File: src/rtl/i2s_pkg.sv
package i2s_pkg;
  localparam int unsigned PSC_W   = 8;
  localparam int unsigned DIV_W   = PSC_W + 1;
  localparam int unsigned SLOT_W  = 32;
  localparam int unsigned SHORT_W = 16;
  localparam int unsigned FRAME_W = 2 * SLOT_W;
  localparam int unsigned BIT_W   = $clog2(FRAME_W);

  typedef struct packed {
    logic [PSC_W-1:0] psc;
    logic             odd;
    logic             ch32;
    logic             cpol;
    logic             tx;
    logic             mck;
  } cfg_t;
endpackage

File: src/rtl/i2s_clk_div.sv
module i2s_clk_div
  import i2s_pkg::*;
(
  input  logic             clk_i,
  input  logic             rst_ni,
  input  logic             run_i,
  input  logic [DIV_W-1:0] div_i,
  output logic             slot_end_o,
  output logic             rise_o,
  output logic             lead_o
);
  logic [DIV_W-1:0] cnt_q;
  logic [DIV_W-1:0] hi_start;

  // idle-level phase gets the extra cycle on odd ratios
  assign hi_start   = div_i - (div_i >> 1);
  assign slot_end_o = run_i && (cnt_q == div_i - 1'b1);
  assign rise_o     = run_i && (cnt_q == hi_start);
  assign lead_o     = run_i && (cnt_q >= hi_start);

  always_ff @(posedge clk_i or negedge rst_ni) begin
    if (!rst_ni)                   cnt_q <= '0;
    else if (!run_i || slot_end_o) cnt_q <= '0;
    else                           cnt_q <= cnt_q + 1'b1;
  end
endmodule

File: src/rtl/i2s_frame_ctrl.sv
module i2s_frame_ctrl
  import i2s_pkg::*;
(
  input  logic             clk_i,
  input  logic             rst_ni,
  input  logic             start_i,
  input  logic             en_i,
  input  logic             slot_end_i,
  input  logic             ch32_i,
  output logic             run_o,
  output logic             frame_end_o,
  output logic             ws_o
);
  logic             run_q;
  logic [BIT_W-1:0] bit_q;
  logic [BIT_W-1:0] last_bit;
  logic [BIT_W-1:0] ws_lo;

  assign last_bit    = ch32_i ? BIT_W'(FRAME_W - 1) : BIT_W'(2 * SHORT_W - 1);
  assign ws_lo       = ch32_i ? BIT_W'(SLOT_W - 1)  : BIT_W'(SHORT_W - 1);
  assign frame_end_o = slot_end_i && (bit_q == last_bit);
  // WS leads the channel MSB by one slot
  assign ws_o        = run_q && (bit_q >= ws_lo) && (bit_q < last_bit);
  assign run_o       = run_q;

  always_ff @(posedge clk_i or negedge rst_ni) begin
    if (!rst_ni) begin
      run_q <= 1'b0;
      bit_q <= '0;
    end else if (start_i) begin
      run_q <= 1'b1;
      bit_q <= '0;
    end else if (slot_end_i) begin
      bit_q <= frame_end_o ? '0 : bit_q + 1'b1;
      if (frame_end_o && !en_i) run_q <= 1'b0;
    end
  end
endmodule

File: src/rtl/i2s_shifter.sv
module i2s_shifter
  import i2s_pkg::*;
(
  input  logic              clk_i,
  input  logic              rst_ni,
  input  logic              load_i,
  input  logic              load_ch32_i,
  input  logic [SLOT_W-1:0] tx_left_i,
  input  logic [SLOT_W-1:0] tx_right_i,
  input  logic              shift_i,
  input  logic              sample_i,
  input  logic              sd_i,
  input  logic              publish_i,
  input  logic              ch32_i,
  output logic              sd_bit_o,
  output logic [SLOT_W-1:0] rx_left_o,
  output logic [SLOT_W-1:0] rx_right_o,
  output logic              rx_valid_o
);
  logic [FRAME_W-1:0] tx_sh_q, tx_load;
  logic [FRAME_W-1:0] rx_sh_q, rx_nx;

  assign tx_load  = load_ch32_i ? {tx_left_i, tx_right_i}
                                : {tx_left_i[SHORT_W-1:0], tx_right_i[SHORT_W-1:0], {SLOT_W{1'b0}}};
  assign sd_bit_o = tx_sh_q[FRAME_W-1];
  assign rx_nx    = sample_i ? {rx_sh_q[FRAME_W-2:0], sd_i} : rx_sh_q;

  always_ff @(posedge clk_i or negedge rst_ni) begin
    if (!rst_ni)       tx_sh_q <= '0;
    else if (load_i)   tx_sh_q <= tx_load;
    else if (shift_i)  tx_sh_q <= {tx_sh_q[FRAME_W-2:0], 1'b0};
  end

  always_ff @(posedge clk_i or negedge rst_ni) begin
    if (!rst_ni) begin
      rx_sh_q    <= '0;
      rx_left_o  <= '0;
      rx_right_o <= '0;
      rx_valid_o <= 1'b0;
    end else begin
      rx_sh_q    <= rx_nx;
      rx_valid_o <= publish_i;
      if (publish_i) begin
        if (ch32_i) begin
          rx_left_o  <= rx_nx[FRAME_W-1:SLOT_W];
          rx_right_o <= rx_nx[SLOT_W-1:0];
        end else begin
          rx_left_o  <= {{(SLOT_W-SHORT_W){1'b0}}, rx_nx[2*SHORT_W-1:SHORT_W]};
          rx_right_o <= {{(SLOT_W-SHORT_W){1'b0}}, rx_nx[SHORT_W-1:0]};
        end
      end
    end
  end
endmodule

File: src/rtl/i2s_master_gen.sv
module i2s_master_gen
  import i2s_pkg::*;
(
  input  logic        clk_i,
  input  logic        rst_ni,
  input  logic        en_i,
  input  logic        tx_mode_i,
  input  logic        ch32_i,
  input  logic        cpol_i,
  input  logic [7:0]  psc_i,
  input  logic        odd_i,
  input  logic        mck_en_i,
  input  logic [31:0] tx_left_i,
  input  logic [31:0] tx_right_i,
  input  logic        sd_i,
  output logic        ck_o,
  output logic        ws_o,
  output logic        sd_o,
  output logic        mck_o,
  output logic        busy_o,
  output logic [31:0] rx_left_o,
  output logic [31:0] rx_right_o,
  output logic        rx_valid_o
);
  cfg_t cfg_q;
  logic run, start, slot_end, rise, lead, frame_end, sd_bit, mck_q;
  logic cpol_q, tx_q;

  assign start  = !run && en_i && (psc_i >= PSC_W'(2));
  assign cpol_q = cfg_q.cpol;
  assign tx_q   = cfg_q.tx;

  always_ff @(posedge clk_i or negedge rst_ni) begin
    if (!rst_ni)    cfg_q <= '0;
    else if (start) cfg_q <= '{psc: psc_i, odd: odd_i, ch32: ch32_i, cpol: cpol_i,
                               tx: tx_mode_i, mck: mck_en_i};
  end

  always_ff @(posedge clk_i or negedge rst_ni) begin
    if (!rst_ni) mck_q <= 1'b0;
    else         mck_q <= (run && cfg_q.mck) ? !mck_q : 1'b0;
  end

  i2s_clk_div u_div (
    .clk_i, .rst_ni,
    .run_i      (run),
    .div_i      ({cfg_q.psc, cfg_q.odd}),
    .slot_end_o (slot_end),
    .rise_o     (rise),
    .lead_o     (lead)
  );

  i2s_frame_ctrl u_frame (
    .clk_i, .rst_ni,
    .start_i     (start),
    .en_i        (en_i),
    .slot_end_i  (slot_end),
    .ch32_i      (cfg_q.ch32),
    .run_o       (run),
    .frame_end_o (frame_end),
    .ws_o        (ws_o)
  );

  i2s_shifter u_shift (
    .clk_i, .rst_ni,
    .load_i      (start || (frame_end && en_i)),
    .load_ch32_i (start ? ch32_i : cfg_q.ch32),
    .tx_left_i   (tx_left_i),
    .tx_right_i  (tx_right_i),
    .shift_i     (slot_end),
    .sample_i    (rise),
    .sd_i        (sd_i),
    .publish_i   (frame_end && !cfg_q.tx),
    .ch32_i      (cfg_q.ch32),
    .sd_bit_o    (sd_bit),
    .rx_left_o   (rx_left_o),
    .rx_right_o  (rx_right_o),
    .rx_valid_o  (rx_valid_o)
  );

  assign ck_o   = run ? (lead ^ cfg_q.cpol) : cpol_i;
  assign sd_o   = run && cfg_q.tx && sd_bit;
  assign mck_o  = mck_q;
  assign busy_o = run;
endmodule

File: config.mk
export PLATFORM = sky130hd
export DESIGN_NAME = i2s_master_gen
export DESIGN_NICKNAME = d
export VERILOG_FILES = /design/src/rtl/i2s_pkg.sv /design/src/rtl/i2s_clk_div.sv /design/src/rtl/i2s_frame_ctrl.sv /design/src/rtl/i2s_shifter.sv /design/src/rtl/i2s_master_gen.sv
export SDC_FILE = /design/constraint.sdc
export NUM_CORES = 1
export LEC_CHECK = 0
export ABC_AREA = 1
export BUFFER_PORTS_ARGS = -buffer_cell sky130_fd_sc_hd__buf_4
export CELL_PAD_IN_SITES_DETAIL_PLACEMENT = 1
export CELL_PAD_IN_SITES_GLOBAL_PLACEMENT = 1
export CORE_MARGIN = 3
export CORE_UTILIZATION = 45
export CTS_BUF_LIST = sky130_fd_sc_hd__clkbuf_4
export CTS_CLUSTER_SIZE = 10
export DETAILED_ROUTE_END_ITERATION = 10
export HOLD_SLACK_MARGIN = 0.03
export PLACE_DENSITY = 0.95
export SYNTH_ARGS = -nofsm -noshare
export SYNTH_HDL_FRONTEND = slang
export SYNTH_SLANG_ARGS = --single-unit
File: constraint.sdc
create_clock -name clk_i -period 4.26 [get_ports clk_i]
set_input_delay 0.639 -clock clk_i [delete_from_list [all_inputs] [get_ports clk_i]]
set_output_delay 0.639 -clock clk_i [all_outputs]
set_load 0.1 [all_outputs]
=== After elaboration in Yosys (flattened, before gate mapping) ===
Index checks and enable logic that the tools add are counted.
Widths: inputs -> output; s select.

* Bits in registers: 223
* Word-level logic and storage cells: 69
* Input port bits: 81

* Magnitude comparators: 4
* Eq/ne operators: 3
* Reductions and logical operators: 24
* Muxes and demuxes: 18
* Add/sub/neg operators: 4
* Bitwise operators: 1

{| class="wikitable"
|+ Operators with widths
! cell !! number
|-
| $mux 64 || 4
|-
| $mux 32 || 2
|-
| $mux 6 || 4
|-
| $eq 9x9->1 || 2
|-
| $logic_and 1x1->1 || 14
|-
| $add 9x1->9 const B || 1
|-
| $ge 9x9->1 || 1
|-
| $mux 9 || 1
|-
| $sub 9x1->9 const B || 1
|-
| $sub 9x8->9 || 1
|-
| $ge 8x2->1 const B || 1
|-
| $add 6x1->6 const B || 1
|-
| $eq 6x6->1 || 1
|-
| $ge 6x6->1 || 1
|-
| $lt 6x6->1 || 1
|-
| $mux 1 || 6
|-
| $reduce_bool 2->1 || 3
|-
| $mux 5 || 1
|-
| $logic_not 1->1 || 4
|-
| $logic_or 1x1->1 || 2
|-
| $reduce_and 2->1 || 1
|-
| $xor 1x1->1 || 1
|}

=== Logic depth before layout (Yosys ltp) ===
* Depth in word-level cells: 8
* Mapped depth: 21

=== Cells and area by module ===
From an unflattened synthesis, not the netlist that was laid out.

* Cells, all modules: 1385
* Area, all modules: 11075.6 µm²

{| class="wikitable"
|+ Modules (own cells, without submodules)
! module !! cells an instance !! sequential area each (µm²) !! times used !! area an instance (µm²)
|-
| i2s_shifter || 1016 || 4829.6 || 1 || 8476.9
|-
| i2s_clk_div || 225 || 225.2 || 1 || 1475.2
|-
| i2s_master_gen || 78 || 350.3 || 1 || 651.9
|-
| i2s_frame_ctrl || 66 || 175.2 || 1 || 471.7
|}

=== Worst setup path before layout ===
No wires, ideal clock.

* Kind: register to output
* Start: register u_frame.run_q (netlist: u_frame.run_o)
* End: output ws_o
* Arrival: 4.272 ns
* Slack: -0.651 ns
* Stages on the path, launching flop included: 4
* Buffers on the path: 1
* Path through: dfrtp_1 -> buf_4 -> inv_1 -> nor4_1

* Longest elaborated chain between the ends: 2

{| class="wikitable"
|+ RTL lines
! element !! RTL line !! text
|-
| from (decl) || i2s_frame_ctrl.sv:14 || <nowiki>logic run_q;</nowiki>
|-
| from (signal assigned) || i2s_frame_ctrl.sv:28 || <nowiki>run_q <= 1'b0;</nowiki>
|-
| from (signal assigned) || i2s_frame_ctrl.sv:31 || <nowiki>run_q <= 1'b1;</nowiki>
|-
| from (signal assigned) || i2s_frame_ctrl.sv:35 || <nowiki>if (frame_end_o && !en_i) run_q <= 1'b0;</nowiki>
|-
| $logic_and 1x1->1 (2 in a row) || i2s_frame_ctrl.sv:23 || <nowiki>assign ws_o = run_q && (bit_q >= ws_lo) && (bit_q < last_bit);</nowiki>
|-
| to (decl) || i2s_master_gen.sv:17 || <nowiki>output logic ws_o,</nowiki>
|}

Every way passes these cells.

=== Worst setup path after layout ===
* Start: register cfg_q[5] (netlist bit)
* End: output ck_o

* Longest elaborated chain between the ends: 5

{| class="wikitable"
|+ RTL lines
! element !! RTL line !! text
|-
| from (decl) || i2s_master_gen.sv:25 || <nowiki>cfg_t cfg_q;</nowiki>
|-
| from (signal assigned) || i2s_master_gen.sv:35 || <nowiki>else if (start) cfg_q <= '{psc: psc_i, odd: odd_i, ch32: ch32_i, cpol: cpol_i,</nowiki>
|-
| $sub 9x8->9 || i2s_clk_div.sv:16 || <nowiki>assign hi_start = div_i - (div_i >> 1);</nowiki>
|-
| $ge 9x9->1 || i2s_clk_div.sv:19 || <nowiki>assign lead_o = run_i && (cnt_q >= hi_start);</nowiki>
|-
| $logic_and 1x1->1 || i2s_clk_div.sv:19 ||
|-
| $xor 1x1->1 || i2s_master_gen.sv:81 || <nowiki>assign ck_o = run ? (lead ^ cfg_q.cpol) : cpol_i;</nowiki>
|-
| $mux 1 || i2s_master_gen.sv:81 ||
|-
| to (decl) || i2s_master_gen.sv:16 || <nowiki>output logic ck_o,</nowiki>
|}

Every way passes these cells.

==> results.tsv <==
stage	metric	value	unit
drt	Avg WL per Cell	18.42	µm
power	total power	5.959	mW
synthesis	Cells after Synth	1514	
worst_setup_path	WP depth	16	
clock_tree	CTS tree	built	
worst_setup_path	startpoint types	register	
floorplanning	Horiz. Die Dim	168.6	µm
sta	Slew @ Worst Pin	1.137	ns
grt	GRT overflow	0	
drt	Routed Wire Length	37.61	mm
synthesis	Synth Cell Area	11900	µm²
grt	largest net degree at the start of global routing	112	
floorplanning	die area	28440	µm²
place	post-DP HPWL	23.69	mm
worst_setup_path	Slowest-stage cell, CP	dfrtp_2	
final_layout	Area Growth Syn to Fin	17.73	%
sta	RSZ-0062 raised after global routing	yes	
power	PD cells	425.3	nW/µm²
grt	initial antenna violation count	1	
sta	Fmax	236.3	MHz
synthesis	commonest register cell after synthesis	dfrtp_1	
synthesis	post-synthesis async set-or-reset flop share	100.0	%
drt	DRC errors left	0	
worst_setup_path	Crit path required time	3.62	ns
worst_setup_path	FF-to-FF Start	cfg_q[5]$_DFFE_PN0P_	
worst_setup_path	Most Frequent Cell on Critical Path	nand2_2	
clock_tree	Root Buffer Master	clkbuf_4	
synthesis	post-synth top area cell	dfrtp_1	
floorplanning	row cnt	58	
synthesis	syn_area_per_cell	7.862	µm²
synthesis	Commonest cells post-synth	446 x nand2_1, 223 x dfrtp_1, 206 x nand3_1	
sta	Final setup viols	0	
worst_setup_path	reg-to-reg setup timing slack	0.40	ns
clock_tree	worst-skew pair later-pin latency	0.72	ns
sta	Final Hold Violating Endpoints	0	
worst_setup_path	R2R cell count	17	
final_layout	Final Non-Filler Cells	2042	
drt	antenna-violating nets left	0	
clock_tree	# clock sinks	223	
worst_setup_path	Worst Path Arrival	3.59	ns
place	Routability Congestion	0.8726	
worst_setup_path	CP cell instances	ha_4 -> fa_2 -> buf_4 -> xnor2_1 -> ha_1 -> a21o_1 -> nor2_1 -> o21ai_1 -> nand3_1 -> nand2_1 -> nand2_2 -> nand2_2 -> nand2_2 -> nand2_2 -> a21oi_2 -> buf_8	
clock_tree	htree depth	2	
floorplanning	I/O pins	151	
grt	GR Layer Usage met1	31.62	%
sta	Slew Viols, Final	0	
place	IO Port Bufs	150	
synthesis	most area-consuming cells after synthesis	dfrtp_1 47%, nand2_1 14%, nand3_1 8.7%	
power	Max IR drop VDD	519.1	µV
synthesis	syn_nets	1629	
grt	GR peak layer	met2	
power	leakage power	7.553	nW
final_layout	Post-layout nets	1783	
floorplanning	Core Region	25620	µm²
worst_setup_path	critical path class	register to primary output	
worst_setup_path	CP delay by family, top	adder cells	
worst_hold_path	hold crit path type	primary input to register	
sta	worst rel slew slack	23.90	%
worst_setup_path	peak fanout along the critical path	3	
outcome	status	complete, no violations	
grt	first-pass GRT wire length	61.49	mm
floorplanning	chip height	168.6	µm
final_layout	Design Area, Final	14010	µm²
drt	vias per inst	5.405	
grt	vias in the first global route	12080	
clock_tree	register clock-pin slew on the reported worst setup and hold paths	0.07	ns
grt	GRT Resource Usage Total	26.24	%
final_layout	share of cells above drive strength 1	21.11	%
worst_hold_path	Hold Path Origin	psc_i[2]	
place	Placed Area	13110	µm²
grt	GR Util met3	5.184	%
drt	Starting DRT DRC Count	724	
sta	minimum clock period	4.231	ns
sta	Final Skew	0.05757	ns
worst_setup_path	worst reg2reg endpoint	u_shift.rx_right_o[11]$_DFFE_PN0P_	
place	placed cells	1927	
sta	final hold slack	0.1838	ns
worst_setup_path	Crit. End Element	primary output	
synthesis	synth warn	0	
sta	final period utilization	99.32	%
synthesis	Cell variety after synth	44	
worst_hold_path	Hold Path End	cfg_q[7]$_DFFE_PN0P_	
synthesis	register area share after synthesis	46.88	%
worst_hold_path	hold path cells	3	
worst_setup_path	Buf+Inv Stages, Crit Path	2	
drt	drt pass-1 iters	7	
synthesis	number of enable flip-flop cells after synthesis	0	
synthesis	top-count cell post-synth	nand2_1	
synthesis	Synth Register Bits	223	
clock_tree	clock buffer depth	3	
flow_run	max cap viols	0	
worst_setup_path	slowest stage delay, CP	0.44	ns
clock_tree	total CTS buffers	61	
drt	vias after detailed routing	11040	
floorplanning	initial core utilization	46.46	%
synthesis	Synth top area share	46.88	%
grt	GR Layer Usage met2	45.54	%
worst max-delay path by stage:
| stage | from | end | slack [ns] |
|---|---|---|---|
| 3_3_place_gp | cfg_q[4]$_DFFE_PN0P_ | u_shift.rx_right_o[2]$_DFFE_PN0P_ | 0.52 |
| 3_5_place_dp | cfg_q[4]$_DFFE_PN0P_ | u_shift.rx_right_o[15]$_DFFE_PN0P_ | 0.33 |
| 6_report | cfg_q[5]$_DFFE_PN0P_ | ck_o | 0.03 |
| 5_1_grt | cfg_q[5]$_DFFE_PN0P_ | ck_o | -0.11 |
| 2_1_floorplan | cfg_q[4]$_DFFE_PN0P_ | ck_o | 0.34 |
| 4_1_cts | cfg_q[5]$_DFFE_PN0P_ | ck_o | -0.03 |
power by group:
| group | switching, mW | internal [mW] | total [mW] |
|---|---|---|---|
| logic | 1.03 | 0.533 | 1.56 |
| registers | 0.161 | 2.31 | 2.48 |
| clock network | 0.949 | 0.973 | 1.92 |
layout by cell type (no fill, tap or decap), types with 3 or more instances in the layout:
cell type	synthesis	routed
clkinv_1	0	16
xor2_1	11	11
a21oi_2	0	4
o21ai_1	33	34
a21oi_1	25	20
nand4_1	6	6
clkbuf_4	0	85
xnor2_1	4	4
nand3_2	3	3
o21ai_0	41	38
inv_2	5	10
buf_4	10	167
inv_1	175	170
mux2_2	47	47
nor3_1	7	7
nand2_1	446	436
nor2_1	134	133
ha_1	33	31
nand3_1	206	206
o21ai_2	2	4
dfrtp_1	223	221
nor2_2	3	3
nor3b_1	3	3
nand2_2	5	14
flip-flops by register name, summed over array words and instances (netlist names), 6 cells and up:
signal              flops
u_shift.rx_sh_q        64
u_shift.tx_sh_q        64
u_shift.rx_left_o      32
u_shift.rx_right_o     32
cfg_q                  11
u_div.cnt_q             9
u_frame.bit_q           6
per-layer routing:
layer,vias to the layer above,wire (µm)
met5,-,0
li1,5099,-
met2,350,18690
met1,5456,15370
met3,131,1988
met4,0,1557
per-stage QoR:
stage | utilization [%] | setup WS, ns | TNS (ns)
2_1_floorplan | - | 0.3448 | 0
3_3_place_gp | 51.16 | 0.5232 | 0
3_5_place_dp | 51.16 | 0.3271 | 0
4_1_cts | 54.41 | -0.02912 | -0.02912
5_1_grt | 54.70 | -0.1110 | -0.1110
6_report | 54.70 | 0.02890 | 0
timing repair:
item	CTS	global route
gates resized for setup	18	14
setup endpoints to repair	1	1
pin swaps	14	15
buffers inserted	5	2
gates cloned	0	0
hold endpoints to repair	72	0
hold buffers	1	0
worst min-delay path, delay by kind of cell:
family / cells / cell delay [ns]
buffers and inverters: 1 / 0.09
and+or+nand+nor: 1 / 0.04
AOI/OAI and AO/OA: 1 / 0.10
cells by family after synthesis:
group	synth area share, %
AOI/OAI and AO/OA	4.762
and+or+nand+nor	29.42
muxes	4.447
DFF	46.88
adders and majority gates	3.637
xor gates and xnor gates	1.104
buffers and inverters	9.745
cell type report:
cell class	instances	area [µm²]
Antenna cell	2	5.005
Multi-Input combinational cell	1030	5271
Fill cell	3169	11600
Timing Repair Buffer	171	1314
Tap cell	330	412.9
Clock inverter	20	107.6
Clock buffer	85	638.1
Inverter	181	681.9
Sequential cell	223	5583
Note: power is estimated with default switching activity, not from simulation.
